[src/rtl/tmr_chan_pkg.sv]
package tmr_chan_pkg;

    localparam int DIV_W = 7;
    localparam int N_SRC = 3;

    typedef enum logic [2:0] {
        ADDR_MODE = 3'd0,
        ADDR_CMPA = 3'd1,
        ADDR_CMPC = 3'd2,
        ADDR_IEN  = 3'd3,
        ADDR_IDIS = 3'd4
    } reg_addr_e;

    typedef struct packed {
        logic       stop_on_c;
        logic       auto_rst;
        logic [1:0] div_sel;
    } mode_t;

    typedef struct packed {
        logic wrap;
        logic cmp_c;
        logic cmp_a;
    } evt_t;

    function automatic logic [DIV_W-1:0] div_mask(input logic [1:0] sel);
        case (sel)
            2'd0:    div_mask = 7'd1;
            2'd1:    div_mask = 7'd7;
            2'd2:    div_mask = 7'd31;
            default: div_mask = 7'd127;
        endcase
    endfunction

endpackage

[src/rtl/tmr_prescale.sv]
module tmr_prescale
    import tmr_chan_pkg::*;
(
    input  logic       clk,
    input  logic       rst,
    input  logic       restart,
    input  logic [1:0] sel,
    output logic       tick
);
    logic [DIV_W-1:0] ph_q;
    logic [DIV_W-1:0] lim;

    always_comb begin
        lim  = div_mask(sel);
        tick = ((ph_q & lim) == lim);
    end

    always_ff @(posedge clk) begin
        if (rst || restart) ph_q <= '0;
        else                ph_q <= ph_q + 1'b1;
    end

    // a restart never lets the very next cycle tick
    a_r6_no_tick_after_restart: assert property (@(posedge clk) disable iff (rst)
        restart |=> !tick);

endmodule

[src/rtl/tmr_count_core.sv]
module tmr_count_core
    import tmr_chan_pkg::*;
#(
    parameter int CNT_W = 16
) (
    input  logic             clk,
    input  logic             rst,
    input  logic             tick,
    input  mode_t            mode,
    input  logic [CNT_W-1:0] cmp_a,
    input  logic [CNT_W-1:0] cmp_c,
    input  logic             en_cmd,
    input  logic             dis_cmd,
    input  logic             trig,
    output logic [CNT_W-1:0] cnt_q,
    output logic             run_q,
    output evt_t             evt
);
    logic             adv;
    logic             stop_hit;
    logic [CNT_W-1:0] nxt;

    always_comb begin
        adv       = tick && run_q && !trig;
        nxt       = (mode.auto_rst && (cnt_q == cmp_c)) ? '0 : cnt_q + 1'b1;
        evt.cmp_a = adv && (nxt == cmp_a);
        evt.cmp_c = adv && (nxt == cmp_c);
        evt.wrap  = adv && (&cnt_q);
        stop_hit  = evt.cmp_c && mode.stop_on_c;
    end

    always_ff @(posedge clk) begin
        if (rst) begin
            cnt_q <= '0;
            run_q <= 1'b0;
        end else begin
            if (trig)     cnt_q <= '0;
            else if (adv) cnt_q <= nxt;

            if (dis_cmd)       run_q <= 1'b0;
            else if (en_cmd)   run_q <= 1'b1;
            else if (stop_hit) run_q <= 1'b0;
        end
    end

    a_r6_trig_zero: assert property (@(posedge clk) disable iff (rst)
        trig |=> (cnt_q == '0));

    a_r7_dis_wins: assert property (@(posedge clk) disable iff (rst)
        dis_cmd |=> !run_q);

    a_r5_stop_at_c: assert property (@(posedge clk) disable iff (rst)
        ($fell(run_q) && !$past(dis_cmd)) |-> (cnt_q == $past(cmp_c)));

    a_r3_auto_return: assert property (@(posedge clk) disable iff (rst)
        (adv && mode.auto_rst && (cnt_q == cmp_c)) |=> (cnt_q == '0));

endmodule

[src/rtl/tmr_irq_ctl.sv]
module tmr_irq_ctl
    import tmr_chan_pkg::*;
(
    input  logic             clk,
    input  logic             rst,
    input  evt_t             evt,
    input  logic             sts_rd,
    input  logic             ien_wr,
    input  logic             idis_wr,
    input  logic [N_SRC-1:0] wdata,
    output logic [N_SRC-1:0] flags_q,
    output logic [N_SRC-1:0] mask_q,
    output logic             irq
);
    always_ff @(posedge clk) begin
        if (rst) begin
            flags_q <= '0;
            mask_q  <= '0;
        end else begin
            flags_q <= (sts_rd ? '0 : flags_q) | evt;
            if (ien_wr)       mask_q <= mask_q | wdata;
            else if (idis_wr) mask_q <= mask_q & ~wdata;
        end
    end

    assign irq = |(flags_q & mask_q);

    a_r9_sticky: assert property (@(posedge clk) disable iff (rst)
        !sts_rd |=> (($past(flags_q) & ~flags_q) == '0));

    a_r8_ien_keep: assert property (@(posedge clk) disable iff (rst)
        ien_wr |=> (($past(mask_q) & ~mask_q) == '0));

    a_r8_idis_clear: assert property (@(posedge clk) disable iff (rst)
        (idis_wr && !ien_wr) |=> ((mask_q & $past(wdata)) == '0));

endmodule

[src/rtl/tmr_chan.sv]
module tmr_chan
    import tmr_chan_pkg::*;
#(
    parameter int CNT_W = 16
) (
    input  logic             clk,
    input  logic             rst,
    input  logic             wr_en,
    input  logic [2:0]       wr_addr,
    input  logic [CNT_W-1:0] wr_data,
    input  logic             clk_en_cmd,
    input  logic             clk_dis_cmd,
    input  logic             sw_trig,
    input  logic             sts_rd,
    output logic [3:0]       sts_q,
    output logic             irq,
    output logic [CNT_W-1:0] cnt_q,
    output logic [2:0]       ien_q
);
    mode_t            mode_q;
    logic [CNT_W-1:0] cmpa_q;
    logic [CNT_W-1:0] cmpc_q;
    logic             tick;
    logic             run;
    evt_t             evt;
    logic [N_SRC-1:0] flags;
    logic             ien_wr;
    logic             idis_wr;

    generate
        if (CNT_W != 16 && CNT_W != 32) begin : g_bad_width
            initial $error("tmr_chan: CNT_W must be 16 or 32");
        end
    endgenerate

    always_ff @(posedge clk) begin
        if (rst) begin
            mode_q <= '0;
            cmpa_q <= '0;
            cmpc_q <= '0;
        end else if (wr_en) begin
            case (reg_addr_e'(wr_addr))
                ADDR_MODE: mode_q <= mode_t'(wr_data[3:0]);
                ADDR_CMPA: cmpa_q <= wr_data;
                ADDR_CMPC: cmpc_q <= wr_data;
                default:   ;
            endcase
        end
    end

    assign ien_wr  = wr_en && (wr_addr == ADDR_IEN);
    assign idis_wr = wr_en && (wr_addr == ADDR_IDIS);

    tmr_prescale u_pre (
        .clk     (clk),
        .rst     (rst),
        .restart (sw_trig),
        .sel     (mode_q.div_sel),
        .tick    (tick)
    );

    tmr_count_core #(.CNT_W(CNT_W)) u_core (
        .clk     (clk),
        .rst     (rst),
        .tick    (tick),
        .mode    (mode_q),
        .cmp_a   (cmpa_q),
        .cmp_c   (cmpc_q),
        .en_cmd  (clk_en_cmd),
        .dis_cmd (clk_dis_cmd),
        .trig    (sw_trig),
        .cnt_q   (cnt_q),
        .run_q   (run),
        .evt     (evt)
    );

    tmr_irq_ctl u_irq (
        .clk     (clk),
        .rst     (rst),
        .evt     (evt),
        .sts_rd  (sts_rd),
        .ien_wr  (ien_wr),
        .idis_wr (idis_wr),
        .wdata   (wr_data[N_SRC-1:0]),
        .flags_q (flags),
        .mask_q  (ien_q),
        .irq     (irq)
    );

    assign sts_q = {run, flags};

    // outputs quiet in the first cycle after reset
    a_r1_reset_quiet: assert property (@(posedge clk)
        $past(rst) |-> (cnt_q == '0 && sts_q == 4'd0 && !irq));

endmodule

[config.mk]
export PLATFORM = sky130hd
export DESIGN_NAME = tmr_chan
export DESIGN_NICKNAME = d
export VERILOG_FILES = /design/src/rtl/tmr_chan_pkg.sv /design/src/rtl/tmr_prescale.sv /design/src/rtl/tmr_count_core.sv /design/src/rtl/tmr_irq_ctl.sv /design/src/rtl/tmr_chan.sv
export SDC_FILE = /design/constraint.sdc
export NUM_CORES = 1
export LEC_CHECK = 0
export ABC_AREA = 1
export BUFFER_PORTS_ARGS = -buffer_cell sky130_fd_sc_hd__clkbuf_2
export CORE_MARGIN = 4
export CORE_UTILIZATION = 45
export DETAILED_ROUTE_END_ITERATION = 8
export PLACE_DENSITY = 0.65
export RECOVER_POWER = 50
export SLEW_MARGIN = 0
export SYNTH_ARGS = -nofsm -noshare
export SYNTH_HDL_FRONTEND = slang
export SYNTH_SLANG_ARGS = --single-unit
[constraint.sdc]
create_clock -name clk -period 2.2 [get_ports clk]
set_input_delay 0.44 -clock clk [delete_from_list [all_inputs] [get_ports clk]]
set_output_delay 0.44 -clock clk [all_outputs]
set_load 0.005 [all_outputs]
==> impl_metrics.ini, run 1 <==
[routing]
dr.pass1.iters = 5
wl_per_cell_um = 14.31
drtIter0Drc = 249
ant_nets = 0
via_per_inst = 5.189
drc = 0
postRouteWirelength_mm = 10.29
vias = 3731

[placement]
place_area_um2 = 4084
port_buffers = 49
gp_congestion = 0.9288
pre_cts_ws_ps = -63.62
placed_cells = 696
hpwl_mm = 7.440

[logic_synthesis]
ys_seq_area_frac = 0.3793
yosys_warnings = 0
syn_avg_cell_area_um2 = 6.622
ys_ff_latch = 66
synth.distinct_cells = 30
synthesis.area_um2 = 3483
syn_inst = 526
synth_fp_nets = 554

[sta]
relSlewSlack = 0.3491
clock_skew_ps = 9.338
fmax_mhz = 453.9
setup_viol = 1
final_hold_viol_count = 0
rsz0062_at_grt = yes
slew_viol_final = 0
period_needed_ps = 2203
fin_crit_sh = 1.001
setup_ws_ps = -3.199
worst_pin_slew_ps = 976.3
fin_hold_ws_ps = 323.6

[power]
ir_drop_uv = 377.7
p_total_mw = 2.400
power_density_nw_per_um2 = 525.9
p_leak_nw = 1.932

[floorplanning]
ios = 50
start_util = 0.4727
core_um2 = 7370
fp.dieArea_um2 = 9212
die_w_um = 95.98
rows = 31
die_h_um = 95.98

[clock_network]
cts_tree = built
htree_levels = 3
clkSinkCount = 66
cts.clk_slew.worst_paths_ps = 70
cts-root-buf = clkbuf_8
cts_hold_buf = 0
clock_path_buffers = 2
cts-buffers-inserted = 9
clk_latency_ps = 340

[layout]
nets = 644
final_cell_mix = nand2_1, o21ai_0, inv_1
fin_cells = 719
drive_above_1_share = 0.2774
area_delta_synth_final_pct = 31.03
final_common_cell = nand2_1
final_area_um2 = 4564
diodes = 0
nFillCells = 708

[run_status]
status = finished, violations left
violations = negative setup slack

[critical_path]
crit_fanout = 6
cp.arrival_ps = 2440
start_kind = flop
crit_type = reg -> reg
reg2reg_setup_slack_ps = -3
critical_path_required_ps = 2430
end_kind = flop

[grt]
grt_pass1_wl_mm = 15.74
grt_overflow = 0
antenna_found_initial = 0
use_met1 = 0.2987
grt_pass1_vias = 3343
use_met3 = 0.04613
grt_util_all_layers = 0.2236
met2_usage = 0.3565
top_usage_layer = met2
grt_start_max_net_pins = 24

[hold_path]
min_path_type = in -> reg

[run]
cap_violations = 0
-- metrics by stage --
step | setup TNS (ps) | utilization
after floorplan | 0 | -
after global placement | -27.23 | 0.5542
after detailed placement | -104.0 | 0.5542
after CTS | 0 | 0.5798
after global routing | -198.9 | 0.6194
final | -3.199 | 0.6194
-- per-layer routing --
metal	routed length, µm	part of all wire	vias to the layer above
met2	4903	0.48	98
met5	0	0	-
met1	4621	0.45	1741
li1	-	-	1875
met3	555	0.054	17
met4	204	0.020	0
-- synthesized netlist by cell type --
cell | count | area (µm²)
a21oi_2 | 1 | 8.760
buf_1 | 1 | 3.750
xor2_1 | 18 | 157.7
nand2_4 | 2 | 22.52
xnor2_1 | 3 | 26.28
dfxtp_1 | 66 | 1321
buf_6 | 1 | 11.26
buf_2 | 2 | 10.01
o22ai_1 | 1 | 6.260
inv_1 | 59 | 221.5
clkbuf_1 | 12 | 45.04
ha_1 | 2 | 25.02
nor3_1 | 9 | 45.04
o21ai_0 | 68 | 340.3
o21ai_1 | 2 | 10.01
nand3_4 | 1 | 17.52
nand3_2 | 1 | 10.01
or2_2 | 3 | 18.77
nand3_1 | 28 | 140.1
buf_4 | 1 | 7.510
nand2_1 | 114 | 427.9
nor2_2 | 2 | 12.51
clkinv_1 | 1 | 3.750
nand2_2 | 4 | 25.02
nor3_2 | 1 | 10.01
inv_2 | 5 | 18.77
nor2_1 | 53 | 198.9
nand3b_1 | 1 | 7.510
a21oi_1 | 56 | 280.3
nand4_1 | 8 | 50.05
-- worst paths after layout --
check	start	end	cells past startpoint
max	u_core.cnt_q[0]	u_core.run_q	17
min reg2reg	u_pre.ph_q[0]	u_pre.ph_q[0]	1
min	clk_en_cmd	u_core.run_q	3
max reg2reg	u_core.cnt_q[0]	u_core.run_q	17
-- power by group --
part           switching, mW  total [mW]  leakage (nW)  internal, mW
clock                  0.456       0.920        0.0855         0.464
combinational          0.143       0.237          1.30        0.0941
sequential            0.0227        1.24         0.543          1.22
-- logic make-up after synthesis --
| group | share of synthesized area |
|---|---|
| simple gates | 0.2830 |
| flops | 0.3793 |
| compound gates | 0.1853 |
| xor+xnor | 0.05280 |
| fa+ha+maj | 0.007183 |
| buf+inv | 0.09231 |
-- registers in the layout (all words and copies together) (netlist names), named ones only --
| signal | flops |
|---|---|
| cmpc_q | 16 |
| u_pre.ph_q | 7 |
| u_core.cnt_q | 16 |
| u_irq.flags_q | 3 |
| mode_q | 4 |
| cmpa_q | 16 |
| u_core.run_q | 1 |
-- what timing repair did --
action / 4_1_cts / 5_1_grt
gates resized for setup: 7 / 76
buffers inserted: 0 / 8
pin swaps: 1 / 21
setup endpoints to repair: 2 / 3
-- worst max-delay path, stage by stage, from the launching register on --
cell and delay, ps:
dfxtp_4 370, buf_6 130, nand2_2 50, nand2_1 50
nor2_1 100, nand2_1 70, nor2_2 180, nand3_4 100
buf_12 150, buf_8 120, nand3_2 60, nand3_2 80
nor2_2 150, nand3_2 130, nor2_4 140, nand3_2 90
nand2_2 80, a21oi_2 50
-- layout make-up --
cell class | instances | area (µm²) | area share
multi-input cells | 378 | 2046 | 0.4482
flip-flops and latches | 66 | 1348 | 0.2952
repair buffers | 96 | 629.4 | 0.1379
inverters | 65 | 246.5 | 0.05400
clock buffers | 13 | 158.9 | 0.03481
well taps | 99 | 123.9 | 0.02714
clock inverters | 2 | 12.51 | 0.002741
Power figures use the tool's default switching activity.
==> run 2, diff against run 1 <==
--- a/config.mk
+++ b/config.mk
@@ -10,6 +10,7 @@
 export CORE_MARGIN = 4
 export CORE_UTILIZATION = 45
 export DETAILED_ROUTE_END_ITERATION = 8
+export MAX_ROUTING_LAYER = met4
 export PLACE_DENSITY = 0.65
 export RECOVER_POWER = 50
 export SLEW_MARGIN = 0
==> run 2 against run 1 <==
Effect of this change:
- the flow now finishes without violations
- clock power up 14%
- count of clock-buffer cells in the layout up 1
- clock skew fell by 3.4 ps
- core utilization is 1.0 points lower
==> impl_metrics.ini, run 2 (synthesis results as in run 1) <==
[run_status]
status = complete, no violations

[floorplanning]
rows = 31
start_util = 0.4727
die_h_um = 95.98
die_w_um = 95.98
ios = 50
core_um2 = 7370
fp.dieArea_um2 = 9212

[placement]
port_buffers = 49
hpwl_mm = 7.472
placed_cells = 692
gp_congestion = 0.9431
pre_cts_ws_ps = -38.29
place_area_um2 = 4041

[routing]
postRouteWirelength_mm = 10.37
via_per_inst = 5.141
ant_nets = 0
vias = 3655
wl_per_cell_um = 14.58
drc = 0
dr.pass1.iters = 5
drtIter0Drc = 164

[layout]
final_cell_mix = nand2_1, o21ai_0, inv_1
diodes = 0
drive_above_1_share = 0.2745
utilization = 0.6090
final_common_cell = nand2_1
final_area_um2 = 4488
nets = 635
area_delta_synth_final_pct = 28.84
fin_cells = 711
nFillCells = 719
reg_top3 = cmpa_q (16), cmpc_q (16), u_core.cnt_q (16)

[sta]
rsz0062_at_grt = yes
setup_viol = 0
relSlewSlack = 0.1071
tns_ps = 0
slew_viol_final = 0
final_hold_viol_count = 0
period_needed_ps = 2123
setup_ws_ps = 76.54
fin_crit_sh = 0.9652
worst_pin_slew_ps = 1339
clock_skew_ps = 5.970
fin_hold_ws_ps = 332.1
fmax_mhz = 470.9

[grt]
grt_start_max_net_pins = 37
grt_pass1_wl_mm = 16.19
grt_overflow = 0
grt_pass1_vias = 3437
grt_util_all_layers = 0.2364
antenna_found_initial = 0

[clock_network]
cts-root-buf = clkbuf_8
clock_path_buffers = 2
clkSinkCount = 66
htree_levels = 3
cts.clk_slew.worst_paths_ps = 70
cts-buffers-inserted = 9
clk_latency_ps = 340
cts_tree = built

[critical_path]
cp.arrival_ps = 2390
crit_start = cmpc_q[10]
r2r_start = cmpc_q[10]
cp_top_family = simple AND/OR/NAND/NOR gates
cpPeakStageDelay_ps = 350
end_kind = flop
crit_fanout = 6
cp_num_buf_inv = 3
crit_end = u_irq.flags_q[0]
r2r-end = u_irq.flags_q[0]
reg2reg_setup_slack_ps = 80
critPathSlowestCell = dfxtp_2
path_common_cell = nand2_1
start_kind = flop
crit_type = reg -> reg
crit_cells = 14
path_cells = inv_1 > nand2_1 > nand2_1 > nor2_1 > nand2_2 > nor2_4 > nand3_4 > buf_6 > nand2_1 > buf_4 > o22ai_1 > nor3_2 > nand3_1 > a21oi_1
reg2regPathDepth = 14
critical_path_required_ps = 2470

[power]
p_leak_nw = 1.895
power_density_nw_per_um2 = 561.2
ir_drop_uv = 341.9
p_total_mw = 2.519

[hold_path]
min_path_type = in -> reg

[run]
cap_violations = 0
==> run 2: timing repair <==
| action | CTS | global route |
|---|---|---|
| setup buffers | 0 | 2 |
| gates cloned | 0 | 1 |
| endpoints found under the hold margin | 0 | 0 |
| setup endpoints to repair | 2 | 3 |
| gates resized for setup | 3 | 77 |
| hold buffers | 0 | 0 |
| pin swaps | 0 | 27 |
==> run 2: cell type report <==
| cell class | instances | area, µm² | area share |
|---|---|---|---|
| inverter | 65 | 246.5 | 0.05492 |
| clock buffer | 14 | 162.7 | 0.03624 |
| timing repair buffer | 87 | 555.5 | 0.1238 |
| multi-input combinational | 378 | 2004 | 0.4466 |
| clock inverter | 2 | 35.03 | 0.007806 |
| sequential | 66 | 1360 | 0.3030 |
| tap | 99 | 123.9 | 0.02760 |
==> run 2: tightest hold or removal path: cells and delay by family <==
kind / cells / cell delay [ps]
buffers and inverters: 1 / 80
and+or+nand+nor: 2 / 120
==> run 2: worst min-delay path by stage <==
stage,to,start,cells after the start
final,cmpa_q[11],wr_data[11],3
after global placement,u_pre.ph_q[0],u_pre.ph_q[0],1
after floorplan,u_pre.ph_q[0],u_pre.ph_q[0],1
after detailed placement,u_pre.ph_q[0],u_pre.ph_q[0],1
after CTS,cmpa_q[11],wr_data[11],3
after global routing,u_core.run_q,clk_en_cmd,3
==> run 2: per-layer routing <==
metal / vias up / track usage / share of wire
met5: - / - / 0
met4: 0 / 0.1031 / 0.026
met3: 30 / 0.04144 / 0.043
met2: 100 / 0.3709 / 0.47
met1: 1655 / 0.2980 / 0.46
li1: 1870 / - / -
==> run 2: power by group <==
group	internal (mW)	switching, mW	total (mW)
Sequential	1.22	0.0230	1.24
Clock	0.586	0.463	1.05
Combinational	0.0875	0.142	0.230
Total	1.89	0.628	2.52
